`src/rtl/tel_pkg.sv`:
```
package tel_pkg;
  localparam int unsigned CFG_AW      = 12;
  localparam int unsigned DATA_W      = 32;
  localparam logic [CFG_AW-1:0] OFS_STATUS = 12'h048;
  localparam logic [CFG_AW-1:0] OFS_DETAIL = 12'h04C;
  localparam logic [DATA_W-1:0] STATUS_CODE = 32'h0008_0001;
  localparam logic [DATA_W-1:0] CLEAR_WORD  = {DATA_W{1'b1}};
endpackage

```
`src/rtl/tel_region_dec.sv`:
```
module tel_region_dec #(
  parameter int unsigned ADDR_W      = 32,
  parameter int unsigned SPAN_W      = 24,
  parameter logic [ADDR_W-1:0] REGION_BASE = 32'h4500_0000
) (
  input  logic              clk,
  input  logic              rst,
  input  logic              req_valid,
  input  logic [ADDR_W-1:0] req_addr,
  output logic              err_evt,
  output logic              rsp_valid,
  output logic              rsp_err
);
  localparam int unsigned TAG_W = ADDR_W - SPAN_W;

  logic in_win;

  generate
    if (TAG_W == 0) begin : g_all
      assign in_win = 1'b1;
    end else begin : g_tag
      assign in_win = (req_addr[ADDR_W-1:SPAN_W] == REGION_BASE[ADDR_W-1:SPAN_W]);
    end
  endgenerate

  assign err_evt = req_valid && in_win;

  always_ff @(posedge clk) begin
    if (rst) begin
      rsp_valid <= 1'b0;
      rsp_err   <= 1'b0;
    end else begin
      rsp_valid <= err_evt;
      rsp_err   <= err_evt;
    end
  end
endmodule

```
`src/rtl/tel_capture.sv`:
```
module tel_capture #(
  parameter int unsigned ID_W    = 6,
  parameter int unsigned PRESS_W = 2
) (
  input  logic               clk,
  input  logic               rst,
  input  logic               err_evt,
  input  logic [ID_W-1:0]    evt_id,
  input  logic [PRESS_W-1:0] evt_press,
  input  logic               clr,
  output logic               log_vld,
  output logic [ID_W-1:0]    log_id,
  output logic [PRESS_W-1:0] log_press
);
  logic take;
  assign take = err_evt && (!log_vld || clr);

  always_ff @(posedge clk) begin
    if (rst) begin
      log_vld   <= 1'b0;
      log_id    <= '0;
      log_press <= '0;
    end else if (take) begin
      log_vld   <= 1'b1;
      log_id    <= evt_id;
      log_press <= evt_press;
    end else if (clr) begin
      log_vld   <= 1'b0;
      log_id    <= '0;
      log_press <= '0;
    end
  end
endmodule

```
`src/rtl/tel_regs.sv`:
```
module tel_regs
  import tel_pkg::*;
#(
  parameter int unsigned ID_W    = 6,
  parameter int unsigned PRESS_W = 2
) (
  input  logic               clk,
  input  logic               rst,
  input  logic               cfg_rd_en,
  input  logic               cfg_wr_en,
  input  logic [CFG_AW-1:0]  cfg_addr,
  input  logic [DATA_W-1:0]  cfg_wdata,
  input  logic               log_vld,
  input  logic [ID_W-1:0]    log_id,
  input  logic [PRESS_W-1:0] log_press,
  output logic               clr,
  output logic [DATA_W-1:0]  cfg_rdata
);
  localparam int unsigned FIELD_W = ID_W + PRESS_W;

  logic [DATA_W-1:0] detail_word;
  logic [DATA_W-1:0] rd_next;

  assign clr = cfg_wr_en && (cfg_addr == OFS_STATUS) && (cfg_wdata == CLEAR_WORD);

  always_comb begin
    detail_word = '0;
    detail_word[FIELD_W-1:0] = {log_press, log_id};
  end

  always_comb begin
    rd_next = '0;
    if (log_vld) begin
      if (cfg_addr == OFS_STATUS)      rd_next = STATUS_CODE;
      else if (cfg_addr == OFS_DETAIL) rd_next = detail_word;
    end
  end

  always_ff @(posedge clk) begin
    if (rst)            cfg_rdata <= '0;
    else if (cfg_rd_en) cfg_rdata <= rd_next;
  end
endmodule

```
`src/rtl/tgt_err_logger.sv`:
```
module tgt_err_logger #(
  parameter int unsigned ADDR_W  = 32,
  parameter int unsigned SPAN_W  = 24,
  parameter int unsigned ID_W    = 6,
  parameter int unsigned PRESS_W = 2,
  parameter logic [ADDR_W-1:0] REGION_BASE = 32'h4500_0000
) (
  input  logic                       clk,
  input  logic                       rst,
  input  logic                       req_valid,
  input  logic [ADDR_W-1:0]          req_addr,
  input  logic [ID_W-1:0]            req_init_id,
  input  logic [PRESS_W-1:0]         req_press,
  output logic                       rsp_valid,
  output logic                       rsp_err,
  input  logic                       cfg_rd_en,
  input  logic                       cfg_wr_en,
  input  logic [tel_pkg::CFG_AW-1:0] cfg_addr,
  input  logic [tel_pkg::DATA_W-1:0] cfg_wdata,
  output logic [tel_pkg::DATA_W-1:0] cfg_rdata
);
  logic               err_evt;
  logic               clr;
  logic               log_vld;
  logic [ID_W-1:0]    log_id;
  logic [PRESS_W-1:0] log_press;

  tel_region_dec #(.ADDR_W(ADDR_W), .SPAN_W(SPAN_W), .REGION_BASE(REGION_BASE)) u_dec (
    .clk(clk), .rst(rst), .req_valid(req_valid), .req_addr(req_addr),
    .err_evt(err_evt), .rsp_valid(rsp_valid), .rsp_err(rsp_err)
  );

  tel_capture #(.ID_W(ID_W), .PRESS_W(PRESS_W)) u_cap (
    .clk(clk), .rst(rst), .err_evt(err_evt), .evt_id(req_init_id),
    .evt_press(req_press), .clr(clr), .log_vld(log_vld),
    .log_id(log_id), .log_press(log_press)
  );

  tel_regs #(.ID_W(ID_W), .PRESS_W(PRESS_W)) u_regs (
    .clk(clk), .rst(rst), .cfg_rd_en(cfg_rd_en), .cfg_wr_en(cfg_wr_en),
    .cfg_addr(cfg_addr), .cfg_wdata(cfg_wdata), .log_vld(log_vld),
    .log_id(log_id), .log_press(log_press), .clr(clr), .cfg_rdata(cfg_rdata)
  );
endmodule

```
`config.mk`:
```
export PLATFORM = sky130hd
export DESIGN_NAME = tgt_err_logger
export DESIGN_NICKNAME = d
export VERILOG_FILES = /design/src/rtl/tel_pkg.sv /design/src/rtl/tel_region_dec.sv /design/src/rtl/tel_capture.sv /design/src/rtl/tel_regs.sv /design/src/rtl/tgt_err_logger.sv
export SDC_FILE = /design/constraint.sdc
export NUM_CORES = 1
export LEC_CHECK = 0
export CAP_MARGIN = 20
export CORE_UTILIZATION = 27
export CTS_BUF_LIST = sky130_fd_sc_hd__clkbuf_4
export CTS_CLUSTER_DIAMETER = 80
export DETAILED_ROUTE_END_ITERATION = 8
export GPL_TIMING_DRIVEN = 1
export PLACE_DENSITY = 0.89
export SYNTH_ARGS = -nofsm -noshare
export SYNTH_HDL_FRONTEND = slang
export SYNTH_SLANG_ARGS = --single-unit
```
`constraint.sdc`:
```
create_clock -name clk -period 2.65 [get_ports clk]
set_clock_uncertainty 0.05 [all_clocks]
set_input_delay 0.265 -clock clk [delete_from_list [all_inputs] [get_ports clk]]
set_output_delay 0.265 -clock clk [all_outputs]
set_load 0.01 [all_outputs]
```
==> results.ini <==
[yosys]
synth_area_leaders=dfxtp_1, buf_4, a22o_1, a21oi_1, nand4_1
ys_warn_count=0
synth_area_um2=995
synth.ff_latch_count=19
synth_top_area_share_pct=38.2
avgSynthCellArea_um2=8.80
synth-seq-area-share_pct=38.2
synth_top_cell_by_area=dfxtp_1
yosys.cell_types.count=21
syn_inst=113

[sta]
relSlewSlack_pct=65.7
max_freq_mhz=442
layout_min_cycle_time_ns=2.26
timing.final.max_slew_violations=0
fin_crit_sh_pct=85.3
setup_violations=0
tightest_slew_ns=0.513
finalHoldViolCount=0
finalSetupTns_ns=0
rsz0062_at_grt=false

[clock_network]
cts.sinks=19
htree_levels=1
ctsHoldBuffers=0
postCtsSetupBuffers=0
cts_root_buf=clkbuf_4
cts.clk_slew.worst_paths_ns=0.11
ctsResizeCount=0
cts_buffers=3
clock_path_buffers=2
cts_tree=yes
clock_latency_ns=0.30

[die]
core_um2=3440
row_count=21
top_level_ports=123
initial_core_util_pct=28.9
die_h_um=62.7
die_w_um=62.7
die-area_um2=3930

[placed_design]
portBuffers=75
dp_hpwl_mm=2.21
globalplace.congestion=0.733

[finish]
n_antenna_cell=0
drive_above_1_share_pct=4.23
utilization_pct=50.3
n_fill_cell=346
layout-area-overhead-vs-synth_pct=74.2
nNetsFinal=279

[route]
totalWireLength_mm=2.65
drt-initial-drc-count=25
detail_route.wl_per_cell_um=11.3
via_count=1029
drc=0
ant_nets=0
dr.pass1.iters=4
viasPerCell=4.38

[critical_path]
crit_fanout=8
cp-end-kind=register
cp_data_required_time_ns=2.80
crit_arrival_ns=2.41
startpoint_type=primary input
crit_type=primary input to register

[power]
ir_worst_vdd_uv=151
leakagePower_uw=0.000645
power.density_nw_per_um2=322
totalPowerFinal_uw=558

[global_route]
antenna_found_initial=0
grt_pass1_vias=1054
grt_max_degree=13
grt_use_total_pct=14.0
grt_first_pass_wirelength_mm=4.42
grt-ovfl-total=0

[run]
max_cap_violations=0

[worst_hold_path]
min_path_type=register to register

[outcome]
status=finished, final reports clean

==> synth_stat cells <==
master,instances
nor3_1,3
nor3b_4,1
dfxtp_1,19
nand4_1,8
and4_1,1
nand2b_1,1
nand3_1,4
nor4b_1,2
or3_1,1
conb_1,1
nand2_1,3
a21oi_1,11
or4_4,1
nor2_1,11
a22o_1,8
a21boi_4,1
clkbuf_1,2
nor3b_1,2
or4_1,1
buf_4,24
nor2b_1,8
==> through the flow <==
| step | hold slack (ns) | std cells | setup slack (ns) | cell area, um^2 |
|---|---|---|---|---|
| floorplan | 0.300 | 135 | 0.666 | 1080 |
| finish | 0.434 | 235 | 0.389 | 1730 |
| global route | 0.466 | 235 | 0.340 | 1730 |
| detailed placement | 0.416 | 231 | 0.0595 | 1710 |
| CTS | 0.434 | 235 | 0.391 | 1730 |
| global placement | 0.409 | 231 | 0.0821 | 1710 |
==> layout make-up <==
cell class | instances | area, um^2 | share of cell area [%]
multi-input combinational | 90 | 509 | 29.4
timing repair buffer | 76 | 758 | 43.8
clock buffer | 3 | 22.5 | 1.30
clock inverter | 1 | 5.00 | 0.289
tap | 46 | 57.6 | 3.32
sequential | 19 | 380 | 21.9
==> registers in the layout, indices dropped and copies added, names as in the netlist <==
signal            count
u_cap.log_id          6
u_cap.log_press       2
u_cap.log_vld         1
u_dec.rsp_valid       1
u_regs.cfg_rdata      9
==> where the power goes <==
group / total [uW] / switching [uW] / leakage (uW) / internal, uW
clock: 147 / 91.0 / 0.0000177 / 56.3
sequential: 286 / 0.146 / 0.000153 / 286
combinational: 125 / 38.6 / 0.000474 / 86.7
total: 558 / 130 / 0.000645 / 429
==> final timing paths <==
| path | startpoint | endpoint | slack [ns] | cells after the start |
|---|---|---|---|---|
| worst max-delay path | cfg_wdata[15] | u_cap.log_id[0] | 0.39 | 6 |
| worst min-delay path | u_regs.cfg_rdata[19] | u_regs.cfg_rdata[19] | 0.43 | 2 |
| worst max register to register | u_cap.log_vld | u_cap.log_id[0] | 1.40 | 3 |
| worst min register to register | u_regs.cfg_rdata[19] | u_regs.cfg_rdata[19] | 0.43 | 2 |
==> metal layers <==
layer  up-vias  share of wire, %  GRT usage [%]
met5         -                 0              0
met4         0              0.53           4.36
met3         2               4.9           2.55
met2        47                56           27.0
met1       471                38           15.0
li1        509                 -              -
==> critical path, cell delays in order <==
cell and delay [ns]:
clkdlybuf4s50_1 0.45, nand4_1 0.10, or4_1 0.53, or4_4 0.59, nor3b_4 0.21, a22o_1 0.26
==> cells by family after synthesis <==
kind of cell    after synthesis  share of synthesized area, %
compound gates               20                          14.5
buf+inv                      26                          18.9
flops                        19                          38.2
other cells                   1                         0.377
simple gates                 47                          28.1
==> layout by cell type, fill, tap and decap left out <==
master and instances:
nor3_1 3, nand4_1 8, a22o_1 8, or4_1 1
and4_1 1, clkinv_2 1, a21oi_1 11, nor3b_4 1
clkbuf_4 3, clkdlybuf4s50_1 75, nand2_1 3, nor4b_1 2
or3_1 1, nor2_1 11, a21boi_4 1, or4_4 1
nand2b_1 1, nor2b_1 8, dfxtp_1 19, conb_1 23
buf_4 1, nand3_1 4, nor3b_1 2
No activity file was read; power rests on OpenSTA's default activity.
